**config.mk**
```make
export PLATFORM = sky130hd
export DESIGN_NAME = readout_serializer
export DESIGN_NICKNAME = d
export VERILOG_FILES = /design/src/rtl/readout_serializer.sv
export SDC_FILE = /design/constraint.sdc
export NUM_CORES = 2
export LEC_CHECK = 0
export ABC_AREA = 1
export BUFFER_PORTS_ARGS = -buffer_cell sky130_fd_sc_hd__buf_4
export CELL_PAD_IN_SITES_DETAIL_PLACEMENT = 0
export CELL_PAD_IN_SITES_GLOBAL_PLACEMENT = 1
export CORE_AREA = 3 3 635 637
export DETAILED_ROUTE_END_ITERATION = 8
export DIE_AREA = 0 0 638 640
export PLACE_DENSITY_LB_ADDON = 0.1
export SLEW_MARGIN = 40
export SYNTH_ARGS = -nofsm -noshare
export SYNTH_HDL_FRONTEND = slang
export SYNTH_SLANG_ARGS = --single-unit
```
**constraint.sdc**
```tcl
create_clock -name clk -period 13.4 [get_ports clk]
set_input_delay 2.01 -clock clk [delete_from_list [all_inputs] [get_ports clk]]
set_output_delay 2.01 -clock clk [all_outputs]
set_load 0.05 [all_outputs]
```
**src/rtl/readout_serializer.sv**
```systemverilog
module readout_serializer #(
  parameter int NCH  = 100,
  parameter int CHW  = 7,
  parameter int RTW  = 7,
  parameter int TSW  = 7,
  parameter int ADCW = 12,
  parameter int LAT  = 2
) (
  input  logic                clk,
  input  logic                rst_n,
  input  logic [NCH-1:0]      ch_en,
  input  logic [NCH-1:0]      ch_hit,
  input  logic [NCH*RTW-1:0]  rise_time,
  input  logic [NCH*TSW-1:0]  time_stamp,
  input  logic [ADCW-1:0]     adc_data,
  output logic                adc_go,
  output logic [CHW-1:0]      adc_chan,
  output logic                ser_data,
  output logic                data_valid,
  output logic                frame_start
);
  localparam int FW = 1 + CHW + RTW + TSW + ADCW;
  localparam int CW = $clog2(FW);
  localparam int MW = 2 + CHW + RTW + TSW;

  logic [CW-1:0]  cnt;
  logic [CHW-1:0] ptr, pick;
  logic           found, dv;
  logic [FW-1:0]  sreg;
  logic [MW-1:0]  dly [LAT];
  logic [MW-1:0]  cap;
  logic [MW-1:0]  oldest;

  wire last = (cnt == CW'(FW - 1));

  always_comb begin
    int idx;
    found = 1'b0;
    pick  = ptr;
    for (int off = 1; off <= NCH; off++) begin
      idx = int'(ptr) + off;
      if (idx >= NCH) idx = idx - NCH;
      if (!found && ch_en[idx]) begin
        found = 1'b1;
        pick  = CHW'(idx);
      end
    end
  end

  assign cap = {found, ch_hit[pick], pick,
                rise_time[int'(pick)*RTW +: RTW],
                time_stamp[int'(pick)*TSW +: TSW]};
  assign oldest = dly[LAT-1];

  always_ff @(posedge clk) begin
    if (!rst_n) begin
      cnt    <= '0;
      ptr    <= CHW'(NCH - 1);
      adc_go <= 1'b0;
      adc_chan <= '0;
      sreg   <= '0;
      dv     <= 1'b0;
      for (int i = 0; i < LAT; i++) dly[i] <= '0;
    end else if (last) begin
      cnt      <= '0;
      ptr      <= found ? pick : ptr;
      adc_go   <= found;
      adc_chan <= pick;
      dly[0]   <= cap;
      for (int i = 1; i < LAT; i++) dly[i] <= dly[i-1];
      dv   <= oldest[MW-1];
      sreg <= oldest[MW-1] ? {oldest[MW-2:0], adc_data} : '0;
    end else begin
      cnt  <= cnt + 1'b1;
      sreg <= sreg << 1;
    end
  end

  assign ser_data    = sreg[FW-1];
  assign data_valid  = dv;
  assign frame_start = (cnt == '0);
endmodule

```
# Yosys cells after proc, flatten, opt, wreduce, memory -nomap -nowiden
# Memories as Yosys holds them, arrays and structs flattened.
# Cells that the tools add are included.
# W data, S select, Z words.
dict set report totals {
  regBits 56
  latchBits 0
  ram_bits 46
  mem_bits_ro 0
  input_bits 1614
  out_inout_bits 11
  mem_count 1
}
dict set report classes {
  n_addsub 201
  n_mul 1
  n_div 0
  order_cmp 201
  eq_ne 1
  shift 2
  mux 610
  bitwise 3
  n_reduce_logical 202
}
# memory depth width read_ports rd_ports_with_merged_regs write_ports line_no
set memory_table {}
lappend memory_table {dly 2 23 2 0 2 30} ;# logic [MW-1:0] dly [LAT];
# cell count
set op_table {}
lappend op_table {{$lt A32 B9 Y1 const B} 100}
lappend op_table {{$mux W32} 100}
lappend op_table {{$sub A8 B7 Y9 const B} 100}
lappend op_table {{$ge A8 B7 Y1 const B} 100}
lappend op_table {{$bmux W1 S7} 101}
lappend op_table {{$mux W7} 100}
lappend op_table {{$shiftx A700 B11 Y7} 1}
lappend op_table {{$shiftx A700 B32 Y7} 1}
lappend op_table {{$mux W1} 305}
lappend op_table {{$add A7 B7 Y8 const B} 37}
lappend op_table {{$add A7 B6 Y8 const B} 32}
lappend op_table {{$add A7 B5 Y8 const B} 16}
lappend op_table {{$logic_and A1 B1 Y1} 99}
lappend op_table {{$logic_not A1 Y1} 99}
lappend op_table {{$mux W34} 2}
lappend op_table {{$add A7 B4 Y8 const B} 8}
lappend op_table {{$mux W23} 2}
lappend op_table {{$add A7 B3 Y8 const B} 4}
lappend op_table {{$add A7 B2 Y8 const B} 2}
lappend op_table {{$mul A7 B3 Y10 const B} 1}
lappend op_table {{$add A7 B1 Y8 const B} 1}
lappend op_table {{$lt A7 B8 Y1 const B} 1}
lappend op_table {{$add A6 B1 Y6 const B} 1}
lappend op_table {{$eq A6 B6 Y1 const B} 1}
lappend op_table {{other kinds (6)} 7}

# Logic depth before layout (Yosys ltp)
dict set report logic_depth {
  word_depth 307
  depth_mapped 161
  depth_no_buf 152
}

# Least setup slack after synthesis
# No wires, ideal clock.
dict set report synth_path {
  kind {reg2reg}
  from {register ptr[2]}
  to {memory dly[0][0] in the netlist's numbering, data pin}
  setup_time_ns 0.253
  t_arrival_ns 14.109
  path_slack_ns -0.962
  path_stages_with_launch 129
  n_path_buf 12
  synth_period_minus_slack_ns 14.362
  path_cell_list {dfxtp_1 -> buf_4 -> inv_4 -> clkbuf_1 -> clkbuf_1 -> buf_1 -> ha_1 -> inv_4 -> clkbuf_1 -> clkbuf_1 -> buf_1 -> ha_1 -> buf_8 -> inv_1 -> nand2_1 -> o21ai_2 -> nand3_1 -> nand3_1 -> [... 93 more ...] -> nand2_2 -> nor2_4 -> inv_2 -> buf_6 -> nand2_1 -> nand2_1 -> nand2_4 -> buf_8 -> buf_8 -> buf_4 -> mux2i_1 -> nand2_1 -> nand3_1 -> nand3_1 -> a21oi_1 -> nor2_1 -> nand2_1 -> nand2_1}
}
# item line_no
set synth_lines {}
lappend synth_lines {{from (decl)} 27} ;# logic [CHW-1:0] ptr, pick;
lappend synth_lines {{from (signal assigned)} 58} ;# ptr <= CHW'(NCH - 1);
lappend synth_lines {{from (signal assigned)} 66} ;# ptr <= found ? pick : ptr;
lappend synth_lines {{to (decl)} 30}

==> flow_metrics.env <==
export IMPL_ant_nets=0
export IMPL_p_total_mw=4.369
export IMPL_core_area_sq_um=398600
export IMPL_drv_slew=0
export IMPL_finalCriticalPeriod_ns=14.64
export IMPL_cp_slowest_cell="dfxtp_4"
export IMPL_min_period_over_period=1.092
export IMPL_area_growth_pct=72.36
export IMPL_drc=0
export IMPL_synth_ff_latch_count=102
export IMPL_ys_flop_type="dfxtp_1"
export IMPL_start_kind="flop"
export IMPL_die_area_sq_um=408300
export IMPL_final_nets=19240
export IMPL_synth_async_reset_ratio=0
export IMPL_fmax_mhz=68.33
export IMPL_clk_path_buf_depth=2
export IMPL_setup_viol=30
export IMPL_grtUsageTotal=0.3894
export IMPL_wl_um=842800
export IMPL_cts_sinks=102
export IMPL_cp_required_ns=13.72
export IMPL_syn_inst=13390
export IMPL_violations="negative setup slack"
export IMPL_synth_area_top_cells="nand2_1, o21ai_0, nand3_1"
export IMPL_drt_iter0_drc=15200
export IMPL_htree_num_levels=3
export IMPL_drive_gt1_frac=0.3613
export IMPL_yosys_area_top_type="nand2_1"
export IMPL_worstSetupPathType="reg2reg"
export IMPL_cts_made_buffers=9
export IMPL_hold_path_startpoint="sreg[30]$_SDFF_PN0_"
export IMPL_vias=119900
export IMPL_yosysWarningCount=0
export IMPL_grt_first_pass_wirelength_um=1071000
export IMPL_post_drt_wl_per_cell_um=36.79
export IMPL_startpoint="ptr[2]$_SDFFE_PN0P_"
export IMPL_hold_path_class="reg2reg"
export IMPL_dr_pass1_iters=6
export IMPL_powerDensity_nw_per_um2=37.03
export IMPL_start_util=0.1718
export IMPL_vdd_drop_max_v=0.00005652
export IMPL_worstSkewPairLatency_ns=0.44
export IMPL_whs_ns=0.4504
export IMPL_hold_viol=0
export IMPL_status="finished, violations left"
export IMPL_tritoncts="yes"
export IMPL_fin_ws_ns=-1.236
export IMPL_gp_congestion=1.126
export IMPL_critPathCaptureType="flop"
export IMPL_cpPeakStageDelay_ns=0.43
export IMPL_grt_max_degree=88
export IMPL_synth_seq_area_share=0.03656
export IMPL_clkTransAtPathRegs_ns=0.12
export IMPL_ys_types=94
export IMPL_arrival_ns=14.96
export IMPL_r2r_start="ptr[2]$_SDFFE_PN0P_"
export IMPL_cts_root_buf="clkbuf_16"
export IMPL_yosysMostFrequentCell="nand2_1"
export IMPL_synth_edff_count=46
export IMPL_num_rows=232
export IMPL_cap_violations=0
export IMPL_grt_pass1_vias=110100
export IMPL_chipHeight_um=640
export IMPL_grt_overflow=0
export IMPL_rsz0062_at_grt="yes"
export IMPL_avgSynthCellArea_sq_um=5.113
export IMPL_antenna_found_initial=190
export IMPL_leakage_nw=57.96
export IMPL_skew_ns=0.03805
export IMPL_dp_worst_setup_slack_ns=-2.717
export IMPL_dp_hpwl_um=710400
export IMPL_io_pins=1625
export IMPL_io_buffers=1624
export IMPL_synth_fp_nets=15060
export IMPL_cp_max_fo=7
export IMPL_routed_via_density=5.232
export IMPL_synth_common_cells="nand2_1, o21ai_0, inv_1, nand3_1, nor2_1"
export IMPL_worst_pin_slew_ns=0.9955
export IMPL_die_x_um=638
export IMPL_synth_top_area_share=0.2089
export IMPL_relSlewSlack=0.3364
export IMPL_worst_path_most_repeated_cell="nand2_1"
export IMPL_synth_area_sq_um=68460
export IMPL_ctsHoldBuffers=0
worst paths after layout:
kind	to	slack, ns	depth (start not counted)
max	dly[0][4]$_SDFFCE_PN0P_	-1.24	146
min	sreg[31]$_SDFF_PN0_	0.45	2
max reg2reg	dly[0][4]$_SDFFCE_PN0P_	-1.24	146
min reg2reg	sreg[31]$_SDFF_PN0_	0.45	2
cells by family (layout without fill, tap and decap cells):
family,Yosys count,after routing,synth area share
and+or+nand+nor,6557,6560,0.4101
AOI/OAI and AO/OA,4105,4105,0.3386
buffers and inverters,2279,6455,0.1642
xor gates and xnor gates,181,181,0.02431
muxes,104,104,0.01524
DFF,102,102,0.03656
adders and majority gates,60,60,0.01097
other,0,77,0
through the flow:
stage	utilization	cell area, sq um	cells	TNS, ns
floorplan	-	68550	13390	0
global placement	0.2719	108400	22510	-67.80
detailed placement	0.2725	108600	22510	-60.08
CTS	0.2893	115300	22750	-15.53
global route	0.2958	117900	22870	-43.04
finish	0.2960	118000	22910	-22.14
cells in the final DEF (no fill, tap or decap), types with 76 or more instances in the layout:
cell,n
o21ai_0,1608
o21ai_1,511
nand2_1,3585
nand2_4,83
buf_4,4520
diode_2,77
nor2_1,883
a21oi_1,827
nand3_1,1020
nand2_2,291
o311ai_0,106
mux2i_1,76
inv_2,112
inv_1,1245
nor3_1,78
o221ai_1,109
o211ai_1,290
nand4_1,78
nand3_2,155
xor2_1,127
o21ai_2,205
buf_6,91
buf_12,306
sequential cells by signal, summed over array words and instances (netlist names):
register	count
dly	46
adc_go	1
adc_chan	7
ptr	7
sreg	34
data_valid	1
cnt	6
power by group:
group	switching, mW	leakage, nW	internal, mW	total, mW
Clock	0.158	0.143	0.129	0.287
Combinational	2.27	56.9	1.48	3.75
Sequential	0.00439	0.928	0.328	0.333
repair_timing:
action | CTS | global route
pin swaps | 139 | 114
endpoints found under the setup margin | 38 | 38
gates resized for setup | 905 | 413
buffers inserted | 211 | 82
gates cloned | 33 | 13
final cells by class:
type	instances	area [sq um]
timing repair buffer	5009	43370
clock buffer	9	225.2
timing repair inverter	1	16.27
sequential	102	2526
fill	46200	280600
clock inverter	7	55.05
inverter	1429	5542
antenna	77	192.7
tap	5265	6588
multi-input combinational	11010	59480
critical path: cells and delay by family (launching register included):
family | cells | cell delay [ns]
AOI/OAI and AO/OA | 2 | 0.43
adders and majority gates | 1 | 0.23
buffers and inverters | 19 | 2.24
and+or+nand+nor | 124 | 11.07
DFF | 1 | 0.43
per-layer routing:
| metal | wire length [um] | vias up | track usage |
|---|---|---|---|
| li1 | - | 53640 | - |
| met1 | 351200 | 58430 | 0.5030 |
| met2 | 353100 | 6392 | 0.5840 |
| met3 | 74650 | 1320 | 0.08836 |
| met4 | 63360 | 88 | 0.2395 |
| met5 | 587 | - | 0 |
(Power assumes the default switching activity.)
